==> config.mk <==
export PLATFORM = sky130hd
export DESIGN_NAME = apb_irq_aggregator
export DESIGN_NICKNAME = d
export VERILOG_FILES = /design/src/rtl/apb_irq_aggregator.sv
export SDC_FILE = /design/constraint.sdc
export NUM_CORES = 1
export LEC_CHECK = 0
export ABC_AREA = 1
export ABC_CLOCK_PERIOD_IN_PS = 900
export BUFFER_PORTS_ARGS = -buffer_cell sky130_fd_sc_hd__buf_2
export CAP_MARGIN = 20
export CORE_MARGIN = 2
export CORE_UTILIZATION = 35
export CTS_BUF_LIST = sky130_fd_sc_hd__clkbuf_4 sky130_fd_sc_hd__clkbuf_8
export DETAILED_ROUTE_END_ITERATION = 10
export GPL_TIMING_DRIVEN = 0
export SYNTH_ARGS = -nofsm -noshare
export SYNTH_HDL_FRONTEND = slang
export SYNTH_SLANG_ARGS = --single-unit
==> constraint.sdc <==
create_clock -name clk -period 0.9 [get_ports clk]
set_input_delay 0.045 -clock clk [delete_from_list [all_inputs] [get_ports clk]]
set_output_delay 0.045 -clock clk [all_outputs]
set_load 0.05 [all_outputs]
==> src/rtl/apb_irq_aggregator.sv <==
module apb_irq_aggregator #(
  parameter int NUM_SRC = 40,
  parameter int ADDR_W  = 12
) (
  input  logic              clk,
  input  logic              rst_n,
  input  logic              psel,
  input  logic              penable,
  input  logic              pwrite,
  input  logic [ADDR_W-1:0] paddr,
  input  logic [31:0]       pwdata,
  output logic [31:0]       prdata,
  output logic              pready,
  input  logic [NUM_SRC-1:0] src_in,
  output logic              irq_out
);

  localparam logic [ADDR_W-1:0] OFF_EN_LO   = ADDR_W'(12'h000);
  localparam logic [ADDR_W-1:0] OFF_EN_HI   = ADDR_W'(12'h004);
  localparam logic [ADDR_W-1:0] OFF_MSK_LO  = ADDR_W'(12'h008);
  localparam logic [ADDR_W-1:0] OFF_MSK_HI  = ADDR_W'(12'h00C);
  localparam logic [ADDR_W-1:0] OFF_STAT_LO = ADDR_W'(12'h030);
  localparam logic [ADDR_W-1:0] OFF_STAT_HI = ADDR_W'(12'h034);

  logic [NUM_SRC-1:0] src_q;
  logic [NUM_SRC-1:0] en_q;
  logic [NUM_SRC-1:0] mask_q;
  logic [63:0]        en_w;
  logic [63:0]        mask_w;
  logic [63:0]        stat_w;
  logic               wr_go;

  assign wr_go  = psel & penable & pwrite;
  assign pready = 1'b1;

  generate
    for (genvar i = 0; i < 64; i++) begin : g_bit
      if (i < NUM_SRC) begin : g_impl
        assign en_w[i]   = en_q[i];
        assign mask_w[i] = mask_q[i];
        assign stat_w[i] = src_q[i] & en_q[i] & ~mask_q[i];
      end else begin : g_absent
        assign en_w[i]   = 1'b0;
        assign mask_w[i] = 1'b0;
        assign stat_w[i] = 1'b0;
      end
    end
  endgenerate

  always_ff @(posedge clk or negedge rst_n) begin
    if (!rst_n) begin
      src_q  <= '0;
      en_q   <= '0;
      mask_q <= '0;
    end else begin
      src_q <= src_in;
      for (int i = 0; i < NUM_SRC; i++) begin
        if (wr_go && paddr == ((i < 32) ? OFF_EN_LO : OFF_EN_HI))
          en_q[i] <= pwdata[i % 32];
        if (wr_go && paddr == ((i < 32) ? OFF_MSK_LO : OFF_MSK_HI))
          mask_q[i] <= pwdata[i % 32];
      end
    end
  end

  assign irq_out = |stat_w;

  always_comb begin
    case (paddr)
      OFF_EN_LO:   prdata = en_w[31:0];
      OFF_EN_HI:   prdata = en_w[63:32];
      OFF_MSK_LO:  prdata = mask_w[31:0];
      OFF_MSK_HI:  prdata = mask_w[63:32];
      OFF_STAT_LO: prdata = stat_w[31:0];
      OFF_STAT_HI: prdata = stat_w[63:32];
      default:     prdata = 32'h0;
    endcase
  end

endmodule

==> reports/qor.txt, run 1 <==
Worst setup SP type = flop
Hold Path Class = primary input to flop
worst-margin pin slew = 0.692 ns
Yosys top cell by area = dfrtp_1
CTS tree = yes
wire per inst = 16.1 um
Post-route DRC = 0
mapped cell area = 5830 sq um
Clock power frac = 44.9%
Synth top area share = 51.5%
LEAKAGE = 0.00465 uW
vias in the first global route = 5,966
Critical Path Sink Type = output port
vias per inst = 4.76
RR Startpoint = mask_q[32]
DIE AREA = 17,700 sq um
dpl cells = 1,059
most numerous cell in the Yosys netlist = nand2_1
R2R depth = 4
vias = 5,819
Routed WL = 19.6 mm
Mapped Avg Cell Area = 8.12 sq um
gp weighted congestion = 0.834
maximum buffer depth of the clock tree = 2
FF+latch count, synth = 120
Slew headroom = 53.7%
setup TNS = -21.00 ns
failing checks = setup timing
fin cells = 1,222
# IOs = 123
Reg2Reg Setup Slack = 0.02 ns
first drt pass iteration count = 5
Die Y = 133 um
H-tree Lvls = 4
initial antenna violation count = 0
Net Sw Frac = 24.6%
WHS Endpoint = en_q[3]
hold path start = penable
Final period util = 196%
Reg-to-Reg End = mask_q[32]
remaining antenna violation count = 0
maxcap violations = 0
Final min period = 1.77 ns
unrepaired setup endpoints after global routing = true
GRT Residual Overflow = 0
Cell Rows = 47
final setup vio count = 55
final antenna diode count = 0
gate count after technology mapping = 718
NetSw = 2910 uW
Num CTS Buffers = 17
Post-synth EDFFs = 0
clk sinks = 120
first-pass GRT wire length = 30.5 mm
share of layout cells above drive strength 1 = 35.6%
combinational power share = 8.2%
Critical Path RT = 0.85 ns
post-synthesis sequential area ratio = 51.5%
net total in the final layout = 1,078
Pwr per Cell Area = 1290 nW/um^2
most instantiated cells after synthesis = 175 x nand2_1, 120 x dfrtp_1, 117 x inv_1, 48 x o21ai_0, 45 x nand4_1
asr flop ratio synth = 100%
Synth Warn # = 0
status = finished with violations
Initial Util = 35.5%
Top FF cell, synth = dfrtp_1
DR iter-0 viols = 335
clock insertion delay at the later pin of the skew report = 0.45 ns
pin count of the biggest net entering global routing = 63
hpwl dp = 12.0 mm
Worst Path Arrival = 1.72 ns
Clk Tree Root Cell = clkbuf_8
Peak Freq = 0.566 GHz
Layout Skew = 0 ns
setup ws final = -0.866 ns
Setup Crit Path Kind = flop to output port
post-synth cell types = 22
Internal = 8900 uW
worst slack, placed = -0.876 ns
Hold Violations, Final = 0
max-slew violation count = 0
Worst Path Max Fanout = 2
syn_nets = 807
Max VDD drop = 1.16 mV
IO Port Bufs = 120
fill cell count = 1,490
clock slew at reported path FFs = 0.07 ns
hold_ws = 0.0687 ns
core outline area = 16,400 sq um
Reg power frac = 46.8%
Area Overhead vs Synth = 56.9%
hold depth = 4
top post-synthesis cells by area = dfrtp_1 52%, nand2_1 11%, inv_1 7.5%, nand4_1 4.8%, o21ai_0 4.1%
Total GRT Usage = 22.5%
chip width = 133 um
==> worst max path at each step <==
stage / start / endpoint / cells after the start / slack (ns)
3_5_place_dp: paddr[1] / prdata[31] / 8 / -0.88
2_1_floorplan: paddr[7] / prdata[11] / 6 / -0.57
6_report: src_q[3] / irq_out / 9 / -0.87
3_3_place_gp: rst_n / src_q[5] / 1 / -1.86
5_1_grt: src_q[6] / irq_out / 9 / -0.95
4_1_cts: src_q[7] / irq_out / 9 / -0.83
==> worst max-delay path: stages, from the launching register on <==
cell,delay (ns)
dfrtp_1,0.37
inv_1,0.05
nor2_1,0.04
nand2_1,0.08
nand2_1,0.07
nor2_2,0.15
nand2_2,0.08
nor2_4,0.15
nand3_4,0.10
buf_8,0.17
==> area by class of cell <==
class	instances	area, sq um	area share [%]
flip-flops and latches	120	3000	32.8
multi-input cells	439	2530	27.7
repair buffers	252	2070	22.6
inverters	120	450	4.93
plain buffers	39	390	4.27
clock buffers	21	277	3.02
well taps	220	275	3.01
clock inverters	11	148	1.61
==> metal layers <==
layer  share of wire, %  routed length (um)  global-route usage, %
met2                 50                9830                   38.5
met3                4.8                 934                   4.25
met4                1.9                 372                   8.36
met1                 43                8490                   28.4
met5                  0                   0                      0
==> cells by family (layout without fill, tap and decap cells) <==
group / count (synthesis) / in the layout / share of synthesized area (%)
simple gates: 334 / 334 / 26.9
buf+inv: 159 / 443 / 11.6
flops: 120 / 120 / 51.5
compound gates: 104 / 104 / 9.96
other cells: 1 / 1 / 0.0643
==> cell usage in the layout, fill, tap and decap left out, types with 9 or more instances in the layout <==
cell / instances
nor2_4: 9
nor2_1: 13
nand2_4: 9
nand3b_1: 26
dlygate4sd3_1: 73
o21ai_1: 30
clkbuf_8: 24
dfrtp_1: 120
buf_4: 83
nand3_2: 14
nand3_1: 27
nand4_1: 45
buf_2: 88
o211ai_1: 24
nand2_2: 23
buf_6: 12
inv_2: 20
o21ai_2: 11
nor2_2: 18
buf_8: 13
inv_1: 100
o21ai_0: 39
nand2_1: 143
==> power groups by stage <==
stage | combinational, uW | sequential [uW] | clock [uW]
2_1_floorplan | 239 | 5610 | 0
3_3_place_gp | 648 | 5630 | 0
3_5_place_dp | 670 | 5630 | 0
4_1_cts | 952 | 5530 | 5400
5_1_grt | 1070 | 5540 | 5650
6_report | 974 | 5530 | 5300
==> per-stage QoR <==
step	total power, uW	area [sq um]	util, %
2_1_floorplan	5850	6020	-
3_3_place_gp	6280	6890	42.0
5_1_grt	12300	9140	55.7
6_report	11800	9140	55.7
4_1_cts	11900	8740	53.2
3_5_place_dp	6300	6930	42.2
==> state kept, by name (all words and copies together), names as in the netlist <==
name	cells
en_q	40
src_q	40
mask_q	40
==> repair_timing <==
item | CTS | global route
pin swaps | 20 | 22
gates resized for setup | 104 | 84
setup endpoints to repair | 64 | 159
endpoints found under the hold margin | 178 | 0
cloned | 0 | 5
buffers inserted | 43 | 11
hold buffers | 73 | 0
Note: power is estimated with default switching activity, not from simulation.
==> run 2, diff against run 1 <==
- CORE_ASPECT_RATIO: default -> 1.5
==> reports/qor.txt, run 2 (same netlist as run 1, synthesis figures left out) <==
Total GRT Usage = 22.8% (was 22.5%)
setup TNS = -20.68 ns (was -21.00 ns)
Hold Violations, Final = 0 (unchanged)
commonest non-fill, non-tap cell in the layout = nand2_1 (unchanged)
wire per inst = 16.2 um (was 16.1 um)
Die Y = 162 um (was 133 um)
dpl cells = 1,045 (was 1,059)
clk sinks = 120 (unchanged)
Critical Path Sink Type = output port (unchanged)
worst-margin pin slew = 0.545 ns (was 0.692 ns)
biggest regs = en_q (40), mask_q (40), src_q (40) (unchanged)
R2R depth = 4 (unchanged)
Worst Path Arrival = 1.72 ns (about the same)
Setup Crit Path Kind = flop to output port (unchanged)
Peak Freq = 0.567 GHz (was 0.566 GHz)
Worst setup SP type = flop (unchanged)
Initial Util = 35.8% (was 35.5%)
share of layout cells above drive strength 1 = 33.1% (was 35.6%)
Worst Path Max Fanout = 2 (unchanged)
Slew headroom = 63.6% (was 53.7%)
fin cells = 1,201 (was 1,222)
maxcap violations = 0 (unchanged)
final setup vio count = 33 (was 55)
maximum buffer depth of the clock tree = 2 (unchanged)
Clk Tree Root Cell = clkbuf_8 (unchanged)
vias = 5,846 (was 5,819)
most frequent cells in the layout = 155 x nand2_1, 120 x dfrtp_1, 101 x inv_1 (was 143 x nand2_1, 120 x dfrtp_1, 100 x inv_1)
GRT Residual Overflow = 0 (unchanged)
clock insertion delay at the later pin of the skew report = 0.44 ns (was 0.45 ns)
hpwl dp = 12.6 mm (was 12.0 mm)
Final period util = 196% (about the same)
Hold Path Class = primary input to flop (unchanged)
LEAKAGE = 0.00459 uW (was 0.00465 uW)
M1 WL = 7.64 mm (was 8.49 mm)
Max VDD drop = 0.777 mV (was 1.16 mV)
pin count of the biggest net entering global routing = 63 (unchanged)
unrepaired setup endpoints after global routing = true (unchanged)
Num CTS Buffers = 17 (unchanged)
total power = 12,300 uW (was 11,800 uW)
Area Overhead vs Synth = 53.3% (was 56.9%)
vias in the first global route = 5,966 (unchanged)
# IOs = 123 (unchanged)
remaining antenna violation count = 0 (unchanged)
core outline area = 16,300 sq um (was 16,400 sq um)
DR iter-0 viols = 315 (was 335)
setup ws final = -0.862 ns (was -0.866 ns)
Critical Path RT = 0.85 ns (about the same)
gp weighted congestion = 0.852 (was 0.834)
Final min period = 1.76 ns (was 1.77 ns)
Post-route DRC = 0 (unchanged)
top layer used by detailed routing = met4 (unchanged)
Pwr per Cell Area = 1380 nW/um^2 (was 1290 nW/um^2)
clock slew at reported path FFs = 0.08 ns (was 0.07 ns)
H-tree Lvls = 4 (unchanged)
vias per inst = 4.87 (was 4.76)
CTS tree = yes (unchanged)
Cell Rows = 57 (was 47)
first-pass GRT wire length = 30.4 mm (was 30.5 mm)
failing checks = setup timing (unchanged)
DIE AREA = 17,700 sq um (about the same)
Layout Skew = 0 ns (unchanged)
DR WL met2 = 10.6 mm (was 9.83 mm)
met3 WL = 772 um (was 934 um)
max-slew violation count = 0 (unchanged)
first drt pass iteration count = 5 (unchanged)
net total in the final layout = 1,070 (was 1,078)
IO Port Bufs = 120 (unchanged)
hold depth = 4 (unchanged)
worst slack, placed = -0.896 ns (was -0.876 ns)
status = finished with violations (unchanged)
hold_ws = 0.0602 ns (was 0.0687 ns)
Routed WL = 19.5 mm (was 19.6 mm)
chip width = 109 um (was 133 um)
initial antenna violation count = 1 (was 0)
==> run 2: power by group <==
| part | switching (uW) | total, uW | internal, uW |
|---|---|---|---|
| combinational | 504 | 975 | 471 |
| sequential | 48.1 | 5530 | 5490 |
| clock | 2330 | 5800 | 3470 |
| total | 2880 | 12300 | 9430 |
==> run 2: metrics by stage <==
stage                     util (%)  instance area [sq um]
after floorplan                  -                   6020
after global placement        42.3                   6880
after detailed placement      42.5                   6910
after CTS                     53.7                   8740
after global routing          54.9                   8930
final                         54.9                   8930
==> run 2: final timing paths <==
kind	start	end	slack, ns
max in group asynchronous	rst_n	mask_q[11]	0.18
max	src_q[6]	irq_out	-0.86
max reg2reg	mask_q[14]	mask_q[14]	0.04
min in group asynchronous	rst_n	src_q[26]	0.08
min	penable	en_q[2]	0.06
min reg2reg	en_q[34]	en_q[34]	0.53
==> run 2: cell type report <==
| cell class | count | area [sq um] |
|---|---|---|
| buffer | 39 | 378 |
| clock inverter | 11 | 195 |
| multi-input combinational | 439 | 2470 |
| antenna | 1 | 2.50 |
| tap | 206 | 258 |
| clock buffer | 21 | 270 |
| sequential | 120 | 3000 |
| fill | 1536 | 7330 |
| timing repair buffer | 244 | 1910 |
| inverter | 120 | 450 |
==> run 2: layer usage <==
metal,up-vias,global-route usage [%]
met5,-,0
met3,35,4.05
li1,2839,-
met4,0,10.4
met1,2808,26.1
met2,164,40.5
==> run 2: critical path, stage by stage, from the launching register on <==
cell,delay [ns]
dfrtp_1,0.36
inv_1,0.06
nor2_1,0.04
nand2_1,0.09
nand2_2,0.07
nor2_2,0.14
nand2_2,0.08
nor2_4,0.16
nand3_4,0.10
buf_8,0.16
==> run 2: repair_timing <==
item	in CTS	in global routing
setup buffers	41	14
resized for setup	105	50
gates cloned	0	0
endpoints found under the hold margin	178	0
pin swaps	25	17
setup endpoints to repair	63	165
hold buffers	73	0
